$ cat config.mk
export PLATFORM = sky130hd
export DESIGN_NAME = seg_ram_writer
export DESIGN_NICKNAME = d
export VERILOG_FILES = /design/src/rtl/seg_ram_pkg.sv /design/src/rtl/seg_ptr.sv /design/src/rtl/nib_reorder.sv /design/src/rtl/seg_store.sv /design/src/rtl/seg_ram_writer.sv
export SDC_FILE = /design/constraint.sdc
export NUM_CORES = 1
export LEC_CHECK = 0
export ABC_AREA = 1
export BUFFER_PORTS_ARGS = -buffer_cell sky130_fd_sc_hd__clkbuf_2
export CORE_MARGIN = 2
export CORE_UTILIZATION = 55
export CTS_BUF_LIST = sky130_fd_sc_hd__clkbuf_8
export DETAILED_ROUTE_END_ITERATION = 8
export GPL_ROUTABILITY_DRIVEN = 0
export PLACE_DENSITY = 0.71
export SYNTH_ARGS = -nofsm -noshare
export SYNTH_HDL_FRONTEND = slang
export SYNTH_SLANG_ARGS = --single-unit
$ cat constraint.sdc
create_clock -name clk -period 2.5 [get_ports clk]
set_input_delay 0.25 -clock clk [delete_from_list [all_inputs] [get_ports clk]]
set_output_delay 0.25 -clock clk [all_outputs]
set_load 0.01 [all_outputs]
$ cat src/rtl/seg_ram_pkg.sv
package seg_ram_pkg;
   localparam int DEF_SEG_COUNT = 36;
   localparam int DEF_COM_COUNT = 4;

   typedef enum logic {
      ORDER_DIRECT   = 1'b0,
      ORDER_REVERSED = 1'b1
   } bit_order_e;
endpackage

$ cat src/rtl/seg_ptr.sv
module seg_ptr #(
   parameter int SEG_COUNT = 36,
   parameter int ADDR_W    = 6
) (
   input  logic              clk,
   input  logic              rst_n,
   input  logic              load,
   input  logic [ADDR_W-1:0] load_value,
   input  logic              advance,
   output logic [ADDR_W-1:0] wr_addr
);
   localparam logic [ADDR_W-1:0] LAST = ADDR_W'(SEG_COUNT - 1);

   logic [ADDR_W-1:0] ptr_q;
   logic [ADDR_W-1:0] clamped;
   logic [ADDR_W-1:0] ptr_next;

   // out-of-range loads fall back to the first segment
   always_comb begin
      clamped = (load_value > LAST) ? '0 : load_value;
      wr_addr = load ? clamped : ptr_q;
   end

   always_comb begin
      ptr_next = wr_addr;
      if (advance) begin
         ptr_next = (wr_addr == LAST) ? '0 : wr_addr + 1'b1;
      end
   end

   always_ff @(posedge clk or negedge rst_n) begin
      if (!rst_n) ptr_q <= '0;
      else        ptr_q <= ptr_next;
   end

   assert_ptr_range_R4: assert property (@(posedge clk) disable iff (!rst_n)
      ptr_q <= LAST);

   assert_wrap_R4: assert property (@(posedge clk) disable iff (!rst_n)
      (advance && !load && ptr_q == LAST) |=> ptr_q == '0);

   assert_clamp_R5: assert property (@(posedge clk) disable iff (!rst_n)
      (load && !advance && load_value > LAST) |=> ptr_q == '0);

   assert_load_R2: assert property (@(posedge clk) disable iff (!rst_n)
      (load && !advance && load_value <= LAST) |=> ptr_q == $past(load_value));

   assert_collide_R6: assert property (@(posedge clk) disable iff (!rst_n)
      (load && advance && load_value < LAST) |=> ptr_q == $past(load_value) + 1'b1);
endmodule

$ cat src/rtl/nib_reorder.sv
module nib_reorder
   import seg_ram_pkg::*;
#(
   parameter int         COM_COUNT = 4,
   parameter bit_order_e ORDER     = ORDER_REVERSED
) (
   input  logic [COM_COUNT-1:0] serial_nib,
   output logic [COM_COUNT-1:0] com_bits
);
   generate
      if (ORDER == ORDER_REVERSED) begin : g_rev
         for (genvar b = 0; b < COM_COUNT; b++) begin : g_bit
            assign com_bits[b] = serial_nib[COM_COUNT-1-b];
         end
      end else begin : g_dir
         assign com_bits = serial_nib;
      end
   endgenerate

   always_comb begin
      assert_popcount_R7: assert ($countones(com_bits) == $countones(serial_nib));
   end
endmodule

$ cat src/rtl/seg_store.sv
module seg_store #(
   parameter int SEG_COUNT = 36,
   parameter int COM_COUNT = 4,
   parameter int ADDR_W    = 6
) (
   input  logic                 clk,
   input  logic                 rst_n,
   input  logic                 we,
   input  logic [ADDR_W-1:0]    waddr,
   input  logic [COM_COUNT-1:0] wdata,
   input  logic [ADDR_W-1:0]    raddr,
   output logic [COM_COUNT-1:0] rdata
);
   logic [SEG_COUNT-1:0][COM_COUNT-1:0] mem;
   logic [COM_COUNT-1:0]                rsel;

   generate
      for (genvar i = 0; i < SEG_COUNT; i++) begin : g_entry
         always_ff @(posedge clk or negedge rst_n) begin
            if (!rst_n)                            mem[i] <= '0;
            else if (we && waddr == ADDR_W'(i))    mem[i] <= wdata;
         end
      end
   endgenerate

   // unmatched addresses read as zero
   always_comb begin
      rsel = '0;
      for (int k = 0; k < SEG_COUNT; k++) begin
         if (raddr == ADDR_W'(k)) rsel = mem[k];
      end
   end

   always_ff @(posedge clk or negedge rst_n) begin
      if (!rst_n) rdata <= '0;
      else        rdata <= rsel;
   end

   assert_hold_R10: assert property (@(posedge clk) disable iff (!rst_n)
      !we |=> $stable(mem));

   assert_single_write_R3: assert property (@(posedge clk) disable iff (!rst_n)
      we |=> $countones(mem ^ $past(mem)) <= COM_COUNT);
endmodule

$ cat src/rtl/seg_ram_writer.sv
module seg_ram_writer
   import seg_ram_pkg::*;
#(
   parameter int         SEG_COUNT = DEF_SEG_COUNT,
   parameter int         COM_COUNT = DEF_COM_COUNT,
   parameter bit_order_e BIT_ORDER = ORDER_REVERSED,
   localparam int        ADDR_W    = $clog2(SEG_COUNT)
) (
   input  logic                 clk,
   input  logic                 rst_n,
   input  logic                 addr_load,
   input  logic [ADDR_W-1:0]    addr_value,
   input  logic                 nib_valid,
   input  logic [COM_COUNT-1:0] nib_data,
   input  logic [ADDR_W-1:0]    rd_addr,
   output logic [COM_COUNT-1:0] rd_data
);
   generate
      if (SEG_COUNT < 2) begin : g_bad_seg
         $error("SEG_COUNT must be at least 2");
      end
      if (COM_COUNT < 1) begin : g_bad_com
         $error("COM_COUNT must be at least 1");
      end
   endgenerate

   logic [ADDR_W-1:0]    wr_addr;
   logic [COM_COUNT-1:0] com_bits;

   seg_ptr #(.SEG_COUNT(SEG_COUNT), .ADDR_W(ADDR_W)) u_ptr (
      .clk(clk), .rst_n(rst_n), .load(addr_load), .load_value(addr_value),
      .advance(nib_valid), .wr_addr(wr_addr));

   nib_reorder #(.COM_COUNT(COM_COUNT), .ORDER(BIT_ORDER)) u_reorder (
      .serial_nib(nib_data), .com_bits(com_bits));

   seg_store #(.SEG_COUNT(SEG_COUNT), .COM_COUNT(COM_COUNT), .ADDR_W(ADDR_W)) u_store (
      .clk(clk), .rst_n(rst_n), .we(nib_valid), .waddr(wr_addr),
      .wdata(com_bits), .raddr(rd_addr), .rdata(rd_data));

   assert_rd_oob_R9: assert property (@(posedge clk) disable iff (!rst_n)
      (rd_addr > ADDR_W'(SEG_COUNT - 1)) |=> rd_data == '0);

   assert_wr_range_R3: assert property (@(posedge clk) disable iff (!rst_n)
      nib_valid |-> wr_addr < ADDR_W'(SEG_COUNT));
endmodule

==> results of run 1 <==
==> final cells by class <==
class,count,area [µm²]
well taps,176,220
repair buffers,108,812
fillers,1140,4450
multi-input cells,662,3020
flip-flops and latches,154,3850
inverters,97,367
clock inverters,13,109
clock buffers,19,262
==> worst paths after layout <==
path                       depth (start not counted)        startpoint                to
setup / recovery                                  22    u_store.mem[4]  u_store.rdata[0]
hold / removal                                     3       nib_data[3]   u_store.mem[52]
setup reg to reg                                  22    u_store.mem[4]  u_store.rdata[0]
hold reg to reg                                    2  u_store.mem[124]  u_store.mem[124]
max in group asynchronous                          3             rst_n  u_store.mem[124]
min in group asynchronous                          2             rst_n   u_store.mem[49]
==> worst min-delay path, cell delays in order <==
cell and delay, ps:
clkbuf_2 200, nand2_1 70, o21ai_0 60
==> cells by family after synthesis <==
| family | after synthesis | synth area share [%] |
|---|---|---|
| adders and majority gates | 4 | 0.687 |
| and+or+nand+nor | 489 | 28.4 |
| DFF | 154 | 52.9 |
| xor gates and xnor gates | 1 | 0.120 |
| buffers and inverters | 116 | 6.10 |
| AOI/OAI and AO/OA | 168 | 11.8 |
==> cell usage in the layout, fill, tap and decap left out, types with 5 or more instances in the layout <==
| cell | instances |
|---|---|
| nand2_1 | 239 |
| dfrtp_1 | 154 |
| nor2_1 | 145 |
| o21ai_0 | 96 |
| inv_1 | 91 |
| buf_4 | 80 |
| a21oi_1 | 66 |
| nand4_1 | 29 |
| nand3_1 | 28 |
| clkbuf_2 | 22 |
| clkbuf_8 | 19 |
| nor3_1 | 13 |
| nor2_2 | 9 |
| nor3_2 | 6 |
| inv_6 | 6 |
| inv_2 | 5 |
==> sequential cells by signal, indices dropped and copies added (netlist names) <==
register,cells
u_store.rdata,4
u_ptr.ptr_q,6
u_store.mem,144
==> power by group through the flow <==
stage / sequential, mW / combinational, mW / clock (mW)
6_report: 3.61 / 1.27 / 1.77
5_1_grt: 3.68 / 1.47 / 1.90
4_1_cts: 3.59 / 1.26 / 1.79
3_5_place_dp: 3.63 / 1.26 / 0
3_3_place_gp: 3.62 / 1.20 / 0
2_1_floorplan: 3.52 / 0.834 / 0
==> routing by layer <==
layer	up-vias	track usage [%]	share of wire, %
met2	235	45.7	46
li1	3224	-	-
met3	40	6.61	6.9
met1	3098	40.6	44
met4	0	10.9	2.8
met5	-	0	0
==> through the flow <==
stage	instances	instance area, µm²	hold WS (ps)	total power [mW]	setup WS, ps
final	1229	8640	153	6.65	28.2
after global routing	1229	8640	151	7.05	-207
after CTS	1228	8610	144	6.64	9.72
after detailed placement	1195	8220	273	4.88	-443
after global placement	1195	8220	272	4.82	-424
after floorplan	932	7290	-45.6	4.35	313
==> what timing repair did <==
action / 4_1_cts / 5_1_grt
resized for setup: 1 / 7
setup buffers: 0 / 1
hold buffers: 1 / 0
cloned: 0 / 0
endpoints found under the setup margin: 1 / 4
endpoints found under the hold margin: 59 / 0
pin swaps: 0 / 1
==> results.yml, run 1 <==
run_status:
  status: "completed"
global_routing:
  grt_pass1_wl_um: 32000
  grt_max_degree: 62
  grtUsageTotal_pct: 29.4
  grt-ovfl-total: 0
  grt_pass1_vias: 6280
  antenna_found_initial: 0
routing:
  drc: 0
  dr.pass1.iters: 6
  ant_nets: 0
  vias: 6597
  drt_wl_total_um: 19600
  wire_per_inst_um: 16.0
  first_iter_violations: 708
  viasPerCell: 5.37
synthesis:
  synth.most_common_cell: "nand2_1"
  dominantRegCellSynth: "dfrtp_1"
  seq_area_frac_synth_pct: 52.9
  syn_area_mm2: 0.00729
  ys_ff_latch: 154
  synth-edff-count: 0
  async_flop_share_pct: 100
  synth_top_area_share_pct: 52.9
  synth_top_area_cell: "dfrtp_1"
  synth_common_cells: "nand2_1, dfrtp_1, nor2_1"
  synth_fp_nets: 956
  avgSynthCellArea_um2: 7.82
  ys_types: 31
  synth_cells: 932
  ys_warn_count: 0
  synthTopCellsByArea: "dfrtp_1, nand2_1, nor2_1, o21ai_0, inv_1"
critical_path:
  crit_chain: "nand3_1, nand2_1, nor2_2, nand4_1, nand2_1, nand4_1, nor2_1, nand3_1, nor2_2, nand3_1, nand2_1, nand3_2, nand2_1, nand4_1, nor2_2, nand4_1, nor2_1, nand4_1, nand2_1, nand3_1, nand2_1, nand2_1"
  start_kind: "flop"
  path_class: "reg2reg"
  cp_top_family: "simple AND/OR/NAND/NOR gates"
  cp_max_fo: 2
  cp-end-kind: "flop"
  cp_slowest_cell: "dfrtp_1"
  critPathBufInv: 0
  worstPathArrival_ps: 2840
  critPathRequiredTime_ps: 2870
  r2r_slack_ps: 30
  cpMostUsedCell: "nand2_1"
  slowest_delay_ps: 390
clock_tree:
  cts_tree: "done"
  cts.sinks: 154
  clk_latency_ps: 470
  clock_path_buffers: 2
  numCtsBuffers: 17
  htreeDepth: 4
  clk_pin_slew_ps: 90
  cts_root_buffer: "clkbuf_8"
sta:
  drv_slew: 0
  period_share_pct: 98.9
  fmaxAchievable_mhz: 405
  setup_viol: 0
  rsz0062_at_grt: "true"
  fin_setup_tns_ps: 0
  maxSlewHeadroom_pct: 39.3
  tightest_slew_ps: 904
  hold_viol_final: 0
  min_period_ps: 2470
  fin_worst_skew_ps: 17.6
floorplan:
  initial_core_util_pct: 55.7
  boundaryPins: 24
  chipHeight_um: 119
  die_x_um: 119
  core_area_mm2: 0.0131
  num_rows: 42
  dieArea_mm2: 0.0142
pwr:
  p_int_mw: 4.49
  p_leak_nw: 4.13
  p_clk_share_pct: 26.6
  p_sw_mw: 2.15
  switching_share_pct: 32.4
  pwr-share-seq_pct: 54.3
  power_per_cell_area_mw_per_mm2: 769
  power_frac_comb_pct: 19.1
  peakVddDrop_v: 0.000659
worst_hold_path:
  hold_path.class: "in2reg"
final_layout:
  drive_gt1_share_pct: 16.6
  nNetsFinal: 1064
  syn2layout_area_growth_pct: 18.6
  n_antenna_cell: 0
  final_util_pct: 66.0
flow_run:
  cap_violations: 0
placement:
  place_hpwl_um: 14100
  port_buffers: 23
(Power assumes the default switching activity.)
==> run 2: changes to the inputs <==
==> constraint.sdc (replaced) <==
create_clock -name clk -period 3 [get_ports clk]
set_input_delay 0.6 -clock clk [delete_from_list [all_inputs] [get_ports clk]]
set_output_delay 0.6 -clock clk [all_outputs]
set_load 0.01 [all_outputs]
==> run 2 against run 1 <==
Against the previous run: utilization fell by 2.7 points; register-to-register slack improved by 440 ps; largest power group unchanged; largest cell class unchanged; clock-buffer cell count fell by 1; critical endpoint is now u_store.rdata[3]; critical path depth rose by 5; sequential cell count did not move.
==> results.yml, run 2 (synthesized netlist as in run 1, its figures left out) <==
pwr:
  power_per_cell_area_mw_per_mm2: 664
  p_leak_nw: 3.92
  peakVddDrop_v: 0.000411
sta:
  period_share_pct: 91.0
  drv_slew: 0
  hold_viol_final: 0
  tightest_slew_ps: 795
  rsz0062_at_grt: "false"
  maxSlewHeadroom_pct: 46.6
  fmaxAchievable_mhz: 366
  hold-worst-slack_ps: 173
  setup_viol: 0
  fin_worst_skew_ps: 16.5
  min_period_ps: 2730
critical_path:
  start_kind: "primary input"
  r2r_end: "u_store.rdata[3]"
  slowest_delay_ps: 150
  critPathRequiredTime_ps: 3370
  reg2reg_depth: 22
  cp-end-kind: "flop"
  worstPathArrival_ps: 3100
  endpoint: "u_store.rdata[3]"
  r2r-start: "u_store.mem[7]"
  cpMostUsedCell: "nand2_1"
  crit_start: "rd_addr[3]"
  cp_max_fo: 5
  cp_slowest_cell: "nor2_1"
  r2r_slack_ps: 470
  path_class: "in2reg"
routing:
  wl_met2_um: 9120
  vias: 6361
  drc: 0
  dr.pass1.iters: 6
  wire_per_inst_um: 16.5
  first_iter_violations: 570
  drt_wl_total_um: 19500
  highest_layer: "met4"
  dr_wl_met3_um: 1310
  ant_nets: 0
  viasPerCell: 5.36
  wl_met1_um: 8690
final_layout:
  finish.instance_area_mm2: 0.00828
  final_common_cell: "nand2_1"
  final_cell_mix: "nand2_1, dfrtp_1, nor2_1, o21ai_0, inv_1"
  largest_reg_flops: 144
  nNetsFinal: 1022
  largest-register: "u_store.mem"
  multiInputGateArea_mm2: 0.00299
  syn2layout_area_growth_pct: 13.7
  top_regs: "u_store.mem: 144 flops, u_ptr.ptr_q: 6 flops, u_store.rdata: 4 flops"
  n_antenna_cell: 0
  fillers: 1170
  seq_area_mm2: 0.00385
  drive_gt1_share_pct: 12.4
floorplan:
  dieArea_mm2: 0.0142
  num_rows: 42
  die_x_um: 119
  boundaryPins: 24
  core_area_mm2: 0.0131
  chipHeight_um: 119
  initial_core_util_pct: 55.7
global_routing:
  grt_pass1_vias: 6183
  grt_pass1_wl_um: 32200
  grt-ovfl-total: 0
  grt_max_degree: 83
  antenna_found_initial: 0
  grtUsageTotal_pct: 29.7
clock_tree:
  clock_path_buffers: 2
  cts_setup_buffers: 0
  post_cts_resized: 0
  hold_buffers: 0
  cts_tree: "done"
  htreeDepth: 4
  cts.sinks: 154
  clk_pin_slew_ps: 90
  numCtsBuffers: 17
  clk_latency_ps: 470
  cts_root_buffer: "clkbuf_8"
worst_hold_path:
  hold_path.class: "in2async"
placement:
  placed_cell_area_mm2: 0.00792
  port_buffers: 23
  place_hpwl_um: 14400
flow_run:
  cap_violations: 0
run_status:
  status: "completed"
run 2: cell count changes in the layout (fill, tap and decap cells not counted), sizes merged:
cell,change
clkinv,+2
dlygate4sd3,-1
buf,-41
clkbuf,-1
inv,+3
clkinvlp,-4
run 2: worst min-delay path by stage:
stage                       endpoint  slack (ps)  cells after the start
detailed placement  u_store.mem[102]         470                      2
global placement    u_store.mem[118]         460                      2
CTS                  u_store.mem[56]         200                      1
finish               u_store.mem[65]         170                      1
global route         u_store.mem[63]         220                      1
floorplan             u_ptr.ptr_q[0]         300                      0
run 2: power by group:
group          switching [mW]  leakage (nW)  internal, mW
Clock                   0.847         0.191         0.612
Sequential              0.340          1.95          2.68
Combinational           0.623          1.79         0.392
Total                    1.81          3.92          3.69
run 2: routing by layer:
layer	vias up	track usage, %
met5	-	0
met4	0	8.78
met3	35	7.90
met2	204	46.6
met1	2987	40.8
li1	3135	-
run 2: cell type report:
cell class | instances | share of cell area (%)
flip-flops and latches | 154 | 46.5
multi-input cells | 662 | 36.1
repair buffers | 66 | 5.97
inverters | 97 | 4.43
clock buffers | 18 | 2.99
well taps | 176 | 2.66
clock inverters | 14 | 1.33
run 2: metrics by stage:
stage / setup TNS (ps) / util, % / setup slack, ps / power, mW / instances
2_1_floorplan: 0 / - / 463 / 3.63 / 932
3_3_place_gp: -220 / 60.6 / -119 / 3.99 / 1155
3_5_place_dp: -305 / 60.6 / -145 / 4.06 / 1155
4_1_cts: 0 / 63.3 / 365 / 5.51 / 1187
5_1_grt: 0 / 63.3 / 70.4 / 5.82 / 1187
6_report: 0 / 63.3 / 271 / 5.50 / 1187
run 2: critical path, delay by kind of cell:
kind | cells | cell delay, ps
buffers and inverters | 3 | 310
and+or+nand+nor | 24 | 2200
